## src/rtl/spc_pkg.sv

```systemverilog
package spc_pkg;

    localparam int unsigned SPC_N_DEF = 8;
    localparam int unsigned SPC_W_DEF = 6;

    // Control word carried alongside each vector through the pipeline.
    typedef struct packed {
        logic valid;
        logic parity;
    } stage_ctl_t;

    // Number of comparator levels for a power-of-two input count.
    function automatic int unsigned tree_levels(input int unsigned n);
        return $clog2(n);
    endfunction

endpackage

```

## src/rtl/spc_leaf.sv

```systemverilog
// Sign slicer and saturating magnitude for one LLR.
module spc_leaf #(
    parameter int unsigned W = 6
) (
    input  logic [W-1:0] llr_i,
    output logic         hard_o,
    output logic [W-2:0] mag_o
);
    always_comb begin
        hard_o = llr_i[W-1];
        if (!llr_i[W-1]) begin
            mag_o = llr_i[W-2:0];
        end else if (llr_i[W-2:0] == '0) begin
            mag_o = '1;
        end else begin
            mag_o = (~llr_i[W-2:0]) + 1'b1;
        end
    end
endmodule

```

## src/rtl/spc_pick2.sv

```systemverilog
// One comparator cell: the right operand wins only when strictly smaller.
module spc_pick2 #(
    parameter int unsigned MW = 5,
    parameter int unsigned IW = 3
) (
    input  logic [MW-1:0] a_mag_i,
    input  logic [IW-1:0] a_idx_i,
    input  logic [MW-1:0] b_mag_i,
    input  logic [IW-1:0] b_idx_i,
    output logic [MW-1:0] mag_o,
    output logic [IW-1:0] idx_o
);
    always_comb begin
        if (b_mag_i < a_mag_i) begin
            mag_o = b_mag_i;
            idx_o = b_idx_i;
        end else begin
            mag_o = a_mag_i;
            idx_o = a_idx_i;
        end
    end
endmodule

```

## src/rtl/spc_flip.sv

```systemverilog
// Conditional single-bit correction.
module spc_flip #(
    parameter int unsigned N  = 8,
    parameter int unsigned IW = 3
) (
    input  logic [N-1:0]  hard_i,
    input  logic          odd_i,
    input  logic [IW-1:0] idx_i,
    output logic [N-1:0]  bits_o
);
    for (genvar i = 0; i < N; i++) begin : g_bit
        assign bits_o[i] = hard_i[i] ^ (odd_i & (idx_i == IW'(i)));
    end
endmodule

```

## src/rtl/spc_node_decoder.sv

```systemverilog
module spc_node_decoder
    import spc_pkg::*;
#(
    parameter int unsigned N = SPC_N_DEF,
    parameter int unsigned W = SPC_W_DEF
) (
    input  logic           clk,
    input  logic           rst,
    input  logic           start_i,
    input  logic [N*W-1:0] llr_i,
    output logic [N-1:0]   bits_o,
    output logic           done_o
);
    localparam int unsigned LVL = tree_levels(N);
    localparam int unsigned MW  = W - 1;
    localparam int unsigned IW  = (LVL < 1) ? 1 : LVL;

    // Leaf slicing, combinational from the inputs.
    logic [N-1:0]  sgn_c;
    logic [MW-1:0] leaf_mag_c [N];

    for (genvar i = 0; i < N; i++) begin : g_leaf
        spc_leaf #(.W(W)) u_leaf (
            .llr_i (llr_i[i*W +: W]),
            .hard_o(sgn_c[i]),
            .mag_o (leaf_mag_c[i])
        );
    end

    // Heap-ordered comparator tree: node k has children 2k and 2k+1,
    // with leaves at N..2N-1. Each node's result is registered.
    logic [MW-1:0] pick_mag   [1:N-1];
    logic [IW-1:0] pick_idx   [1:N-1];
    logic [MW-1:0] node_mag_q [1:N-1];
    logic [IW-1:0] node_idx_q [1:N-1];

    for (genvar k = 1; k < N; k++) begin : g_node
        logic [MW-1:0] a_mag, b_mag;
        logic [IW-1:0] a_idx, b_idx;
        if (2*k >= N) begin : g_from_leaf
            assign a_mag = leaf_mag_c[2*k - N];
            assign a_idx = IW'(2*k - N);
            assign b_mag = leaf_mag_c[2*k + 1 - N];
            assign b_idx = IW'(2*k + 1 - N);
        end else begin : g_from_node
            assign a_mag = node_mag_q[2*k];
            assign a_idx = node_idx_q[2*k];
            assign b_mag = node_mag_q[2*k + 1];
            assign b_idx = node_idx_q[2*k + 1];
        end
        spc_pick2 #(.MW(MW), .IW(IW)) u_pick (
            .a_mag_i(a_mag),
            .a_idx_i(a_idx),
            .b_mag_i(b_mag),
            .b_idx_i(b_idx),
            .mag_o  (pick_mag[k]),
            .idx_o  (pick_idx[k])
        );
    end

    always_ff @(posedge clk) begin
        for (int k = 1; k < int'(N); k++) begin
            node_mag_q[k] <= pick_mag[k];
            node_idx_q[k] <= pick_idx[k];
        end
    end

    // Decisions and control travel beside the tree, one stage per level.
    logic [N-1:0] hard_q [1:LVL];
    stage_ctl_t   ctl_q  [1:LVL];

    always_ff @(posedge clk) begin
        if (rst) begin
            for (int s = 1; s <= int'(LVL); s++) begin
                ctl_q[s] <= '0;
            end
        end else begin
            ctl_q[1] <= '{valid: start_i, parity: ^sgn_c};
            for (int s = 2; s <= int'(LVL); s++) begin
                ctl_q[s] <= ctl_q[s-1];
            end
        end
        hard_q[1] <= sgn_c;
        for (int s = 2; s <= int'(LVL); s++) begin
            hard_q[s] <= hard_q[s-1];
        end
    end

    // Final correction against the root of the tree.
    logic [N-1:0] fix_c;

    spc_flip #(.N(N), .IW(IW)) u_flip (
        .hard_i(hard_q[LVL]),
        .odd_i (ctl_q[LVL].parity),
        .idx_i (node_idx_q[1]),
        .bits_o(fix_c)
    );

    always_ff @(posedge clk) begin
        if (rst) begin
            bits_o <= '0;
            done_o <= 1'b0;
        end else begin
            done_o <= ctl_q[LVL].valid;
            if (ctl_q[LVL].valid) begin
                bits_o <= fix_c;
            end
        end
    end
endmodule

```

## config.mk

```make
export PLATFORM = sky130hd
export DESIGN_NAME = spc_node_decoder
export DESIGN_NICKNAME = d
export VERILOG_FILES = /design/src/rtl/spc_pkg.sv /design/src/rtl/spc_leaf.sv /design/src/rtl/spc_pick2.sv /design/src/rtl/spc_flip.sv /design/src/rtl/spc_node_decoder.sv
export SDC_FILE = /design/constraint.sdc
export NUM_CORES = 1
export LEC_CHECK = 0
export ABC_CLOCK_PERIOD_IN_PS = 6200
export BUFFER_PORTS_ARGS = -buffer_cell sky130_fd_sc_hd__clkbuf_2
export CORE_MARGIN = 3
export CORE_UTILIZATION = 62
export DETAILED_ROUTE_END_ITERATION = 8
export HOLD_SLACK_MARGIN = 0.15
export PLACE_DENSITY = 0.85
export SKIP_LAST_GASP = 1
export SYNTH_ARGS = -nofsm -noshare
export SYNTH_HDL_FRONTEND = slang
export SYNTH_SLANG_ARGS = --single-unit
```

## constraint.sdc

```tcl
create_clock -name clk -period 6.2 [get_ports clk]
set_clock_uncertainty 0.1 [all_clocks]
set_input_delay 0.93 -clock clk [delete_from_list [all_inputs] [get_ports clk]]
set_output_delay 0.93 -clock clk [all_outputs]
set_load 0.01 [all_outputs]
```

-- Yosys cells after proc, flatten, opt, wreduce, memory -nomap -nowiden
Memories as Yosys holds them, arrays and structs flattened.
Index checks and enable logic that the tools add are counted.
- multiplexer cells: 36
- order comparisons: 7
- eq/ne operators: 7
- bitwise logic cells: 27
- $add $sub $neg: 8
- reduce and logical (&&, ||, !) cells: 10
- operator list (operator ; number):
    5-bit two-way mux ; 23
    5-bit by 1-bit adder with 5-bit output, second input constant ; 8
    5-bit zero test ; 8
    5-bit inverter ; 8
    5-bit < comparator ; 7
    3-bit == test, second input constant ; 4
    3-bit two-way mux ; 3
    1-bit bitwise AND ; 8
    8-bit parity ; 1
    1-bit XOR ; 8
    1-bit two-way mux ; 7
    3-bit by 2-bit == test with 1-bit output, second input constant ; 2
    2-bit two-way mux ; 3
    3-bit by 1-bit == test with 1-bit output, second input constant ; 1
    3-bit zero test ; 1
    1-bit OR ; 3
- bits of input ports: 51
- RAM bits: 86
- output and inout bits: 9
- register bits: 9
- word-level logic and storage cells: 101
- memories kept: 4
- memory list (name ; words ; bits a word ; read ports ; clocked after memory_dff ; write ports ; RTL line ; text):
    node_mag_q ; 7 ; 5 ; 6 ; 0 ; 7 ; spc_node_decoder.sv:34 ; logic [MW-1:0] node_mag_q [1:N-1];
    hard_q ; 3 ; 8 ; 3 ; 0 ; 3 ; spc_node_decoder.sv:69 ; logic [N-1:0] hard_q [1:LVL];
    node_idx_q ; 7 ; 3 ; 7 ; 0 ; 7 ; spc_node_decoder.sv:35 ; logic [IW-1:0] node_idx_q [1:N-1];
    ctl_q ; 3 ; 2 ; 3 ; 0 ; 3 ; spc_node_decoder.sv:70 ; stage_ctl_t ctl_q [1:LVL];

-- Logic depth before layout (Yosys ltp)
- depth after elaboration: 6
- mapped depth: 13
- depth with buffers taken out: 12

-- Cells and area by module
From an unflattened synthesis, not the netlist that was laid out.
- cells, all modules: 460
- area, all modules: 4640.7 sq um
- by module, submodules not included (module ; area each (sq um) ; sequential area each (sq um) ; times used ; cells each):
    spc_node_decoder ; 2030.7 ; 1801.7 ; 1 ; 124
    spc_pick2 ; 217.7 ; 0.0 ; 7 ; 24
    spc_leaf ; 116.4 ; 0.0 ; 8 ; 19
    spc_flip ; 155.1 ; 0.0 ; 1 ; 16

-- Worst setup path before layout
No wires, ideal clock.
- path kind: input port to flip-flop
- start point: input llr_i[37]
- end point: register, netlist name node_mag_q[0][38]
- library setup time: 0.117 ns
- arrival: 3.565 ns
- required time: 5.983 ns
- slack: 2.419 ns
- cell stages on the path: 11
- buffers on the path: 0
- path through: inv_1 ha_1 or3b_2 or3b_2 o21ai_0 a21oi_1 ha_1 a21o_1 a21oi_1 o21ai_0 o22a_1
- RTL lines (what ; RTL line ; text):
    from (decl) ; spc_node_decoder.sv:10 ; input logic [N*W-1:0] llr_i,

==> metrics.md <==
| Metric | Value |
|---|---|
| Status | complete, no violations |
| Worst Hold Class | reg2reg |
| DRT Pass-1 Iters | 4 |
| Power share of the sequential group | 47.2% |
| Max Clk Rate | 258 MHz |
| Inserted Diodes | 0 |
| Fin crit share | 62.6% |
| Post-CTS Hold Buffers | 0 |
| Initial Utilization | 64.8% |
| Synth Register Bits | 80 |
| Crit-path max cell delay | 0.51 ns |
| Fin. max-slew vios | 0 |
| M2 GR Usage | 36.4% |
| Total Power | 1.43 mW |
| Via-per-instance ratio | 5.61 |
| WP data required | 6.34 ns |
| Die width | 88.0 um |
| Clock power frac | 22.7% |
| DP Wirelength | 6050 um |
| Critical path's slowest cell | or3b_2 |
| Reg2Reg Capture Point | node_mag_q[0][15]$_DFF_P_ |
| Vias | 3231 |
| Setup violators final | 0 |
| Critical path type | in2reg |
| Unique masters post-synth | 49 |
| Grt met1 use | 25.9% |
| H-tree depth | 3 |
| RSZ-0062 raised after global routing | false |
| Flop-to-flop setup slack | 4.22 ns |
| Synth warn | 0 |
| Largest net degree at the start of global routing | 18 |
| Num rows | 29 |
| DRC | 0 |
| Crit end category | flip-flop |
| Ys async rst share | 0% |
| Synth Flop Type | dfxtp_1 |
| Hold Path Depth | 0 |
| Reg-to-Reg Start | node_mag_q[0][31]$_DFF_P_ |
| Final wirelength | 7610 um |
| Switching Share | 31.1% |
| Post-synth top area share | 38.5% |
| Fin. Hold Viols | 0 |
| Gr ovfl total | 0 |
| Biggest area consumer among synthesized cells | dfxtp_1 |
| Pleak | 2.18 nW |
| Worst VDD drop | 0.147 mV |
| Area growth from synthesis to layout | 11.3% |
| First-pass GRT wire length | 12900 um |
| Final ANT Viol Nets | 0 |
| Max_slew headroom | 56.9% |
| Setup Fix Bufs, Post-CTS | 0 |
| # resized after CTS | 0 |
| Synthesized netlist cell count | 437 |
| CP cell instances | clkbuf_2 > inv_1 > ha_1 > or3b_2 > or3b_2 > o21ai_0 > a21oi_1 > ha_1 > a21o_1 > a21oi_1 > o21ai_0 > o22a_1 |
| Layout cells sized above 1 | 20.6% |
| CTS buffer count | 9 |
| GRT Util Overall | 21.0% |
| Post-synth EDFFs | 0 |
| Path depth of the worst reg2reg path | 6 |
| Worst setup SP type | input port |
| Buffers on Ports | 59 |
| Comb pwr share | 30.0% |
| GR met3 Demand/Resource | 3.95% |
| Die area | 0.00774 mm2 |
| Register area share after synthesis | 38.5% |
| Final nets | 581 |
| CP max FO | 7 |
| Hold Crit Start | hard_q[0][11]$_DFF_P_ |
| Synthesized Nets | 524 |
| Vias in the first global route | 3065 |
| Sink Count | 80 |
| CTS tree | done |
| Pwr dens | 309 mW/mm2 |
| Switching power total | 0.446 mW |
| Data arrival, critical path | 4.02 ns |
| Core area | 0.00642 mm2 |
| Area contributors post-synth | dfxtp_1 (38%), ha_1 (11%), mux2_2 (4.3%) |
| Initial antenna violation count | 0 |
| Placer congestion estimate | 0.905 |
| Clock Tree Root | clkbuf_8 |
| Mean post-synth cell area | 9.53 um2 |
| I/O pin count | 60 |
| Initial DRC Count | 125 |
| Cell area after synthesis | 0.00416 mm2 |
| Most used routing layer | met2 |
| Die Ht | 88.0 um |
| WL/cell | 13.2 um |
| Tmin final | 3.88 ns |
| Max_cap viols | 0 |
| Worst-path clk slew | 0.08 ns |
| Longest Clk Path Bufs | 2 |
| Worst hold path endpoint | hard_q[0][19]$_DFF_P_ |
| Skew-Pair Late Insertion Delay | 0.34 ns |
| Least-Margin Pin Slew | 0.642 ns |
| Setup TNS | 0 ns |
| Power Internal | 0.986 mW |
power groups by stage:
| stage | clock network, mW | registers [mW] | logic (mW) |
|---|---|---|---|
| finish | 0.325 | 0.676 | 0.430 |
| global route | 0.362 | 0.689 | 0.490 |
| CTS | 0.336 | 0.676 | 0.433 |
| detailed placement | 0 | 0.687 | 0.427 |
| global placement | 0 | 0.682 | 0.401 |
| floorplan | 0 | 0.671 | 0.332 |
kinds of logic (layout without fill, tap and decap cells):
family	Yosys count	count (layout)	synth area share [%]
AND/OR/NAND/NOR	113	113	14.9
AO/OA/AOI/OAI	96	96	16.7
flip-flops	80	80	38.5
buffers and inverters	58	120	6.31
adder cells (fa/ha/maj)	36	36	10.8
multiplexers	28	28	7.33
XOR/XNOR	26	26	5.47
worst max path at each step:
stage               startpoint  slack, ns                   endpoint  depth (start not counted)
floorplan            llr_i[37]       2.42  node_mag_q[0][38]$_DFF_P_                         11
global placement     llr_i[36]       2.15  node_mag_q[0][38]$_DFF_P_                         12
detailed placement   llr_i[36]       1.98  node_mag_q[0][38]$_DFF_P_                         12
CTS                  llr_i[36]       2.36  node_mag_q[0][38]$_DFF_P_                         12
global route         llr_i[36]       2.11  node_mag_q[0][38]$_DFF_P_                         12
finish               llr_i[36]       2.32  node_mag_q[0][38]$_DFF_P_                         12
worst max-delay path: cells and delay by family:
family                   cells  cell delay, ns
AO/OA/AOI/OAI                6            1.44
adder cells (fa/ha/maj)      2            0.48
buffers and inverters        2            0.18
AND/OR/NAND/NOR              2            0.98
layer usage:
layer	wire length [um]	part of all wire [%]
met5	0	0
met4	134	1.8
met3	379	5.0
met2	3780	50
met1	3320	44
synthesized netlist by cell type, types with 3 or more instances:
cell / n
nand3_1: 9
nand2b_1: 8
ha_1: 36
mux2i_1: 8
a21o_1: 7
or3b_1: 4
nor3b_1: 8
o31ai_1: 8
dfxtp_1: 80
inv_1: 45
a32oi_1: 3
buf_6: 6
a221o_1: 4
o21ai_1: 3
nand3b_1: 5
xor2_1: 9
mux2_2: 16
nor2_1: 11
a21oi_1: 19
and3_1: 3
nor2b_1: 17
mux2_1: 4
o211ai_1: 3
a211oi_1: 11
nand2_1: 33
xnor2_1: 17
clkbuf_1: 7
o21ai_0: 20
flip-flops by register name, summed over array words and instances (netlist names):
register	cells
node_mag_q	30
ctl_q	6
hard_q	24
bits_o	8
done_o	1
node_idx_q	11
cells in the final DEF (no fill, tap or decap), drive strengths merged, types with 2 or more instances in the layout:
cell / n
dfxtp: 80
clkbuf: 68
inv: 46
ha: 36
nand2: 33
o21ai: 25
mux2: 20
a21oi: 19
nor2b: 17
xnor2: 17
nor2: 11
a211oi: 11
xor2: 9
nand3: 9
nor3b: 8
mux2i: 8
o31ai: 8
nand2b: 8
a21o: 7
or3b: 6
nand3b: 5
a221o: 4
and3: 4
clkinv: 4
and2: 4
o22a: 4
o211ai: 3
a32oi: 3
a2111oi: 3
a211o: 3
o211a: 2
a2bb2oi: 2
nor3: 2
nand4b: 2
clkinvlp: 2
through the flow:
stage / instance area, um2 / setup slack (ns) / utilization, % / hold slack [ns] / instances
floorplan: 4160 / 2.42 / - / 0.210 / 437
global placement: 4460 / 2.15 / 69.5 / 0.210 / 560
detailed placement: 4460 / 1.98 / 69.5 / 0.213 / 560
CTS: 4630 / 2.36 / 72.1 / 0.229 / 576
global route: 4630 / 2.11 / 72.1 / 0.235 / 576
finish: 4630 / 2.32 / 72.1 / 0.224 / 576
final cells by class:
cell class                 count  area (um2)
sequential                    80        1600
timing repair buffer          59         295
multi-input combinational    299        2300
fill                         491        1790
tap                           77        96.3
inverter                      45         169
clock inverter                 7        47.5
clock buffer                   9         124
Power figures use the tool's default switching activity.
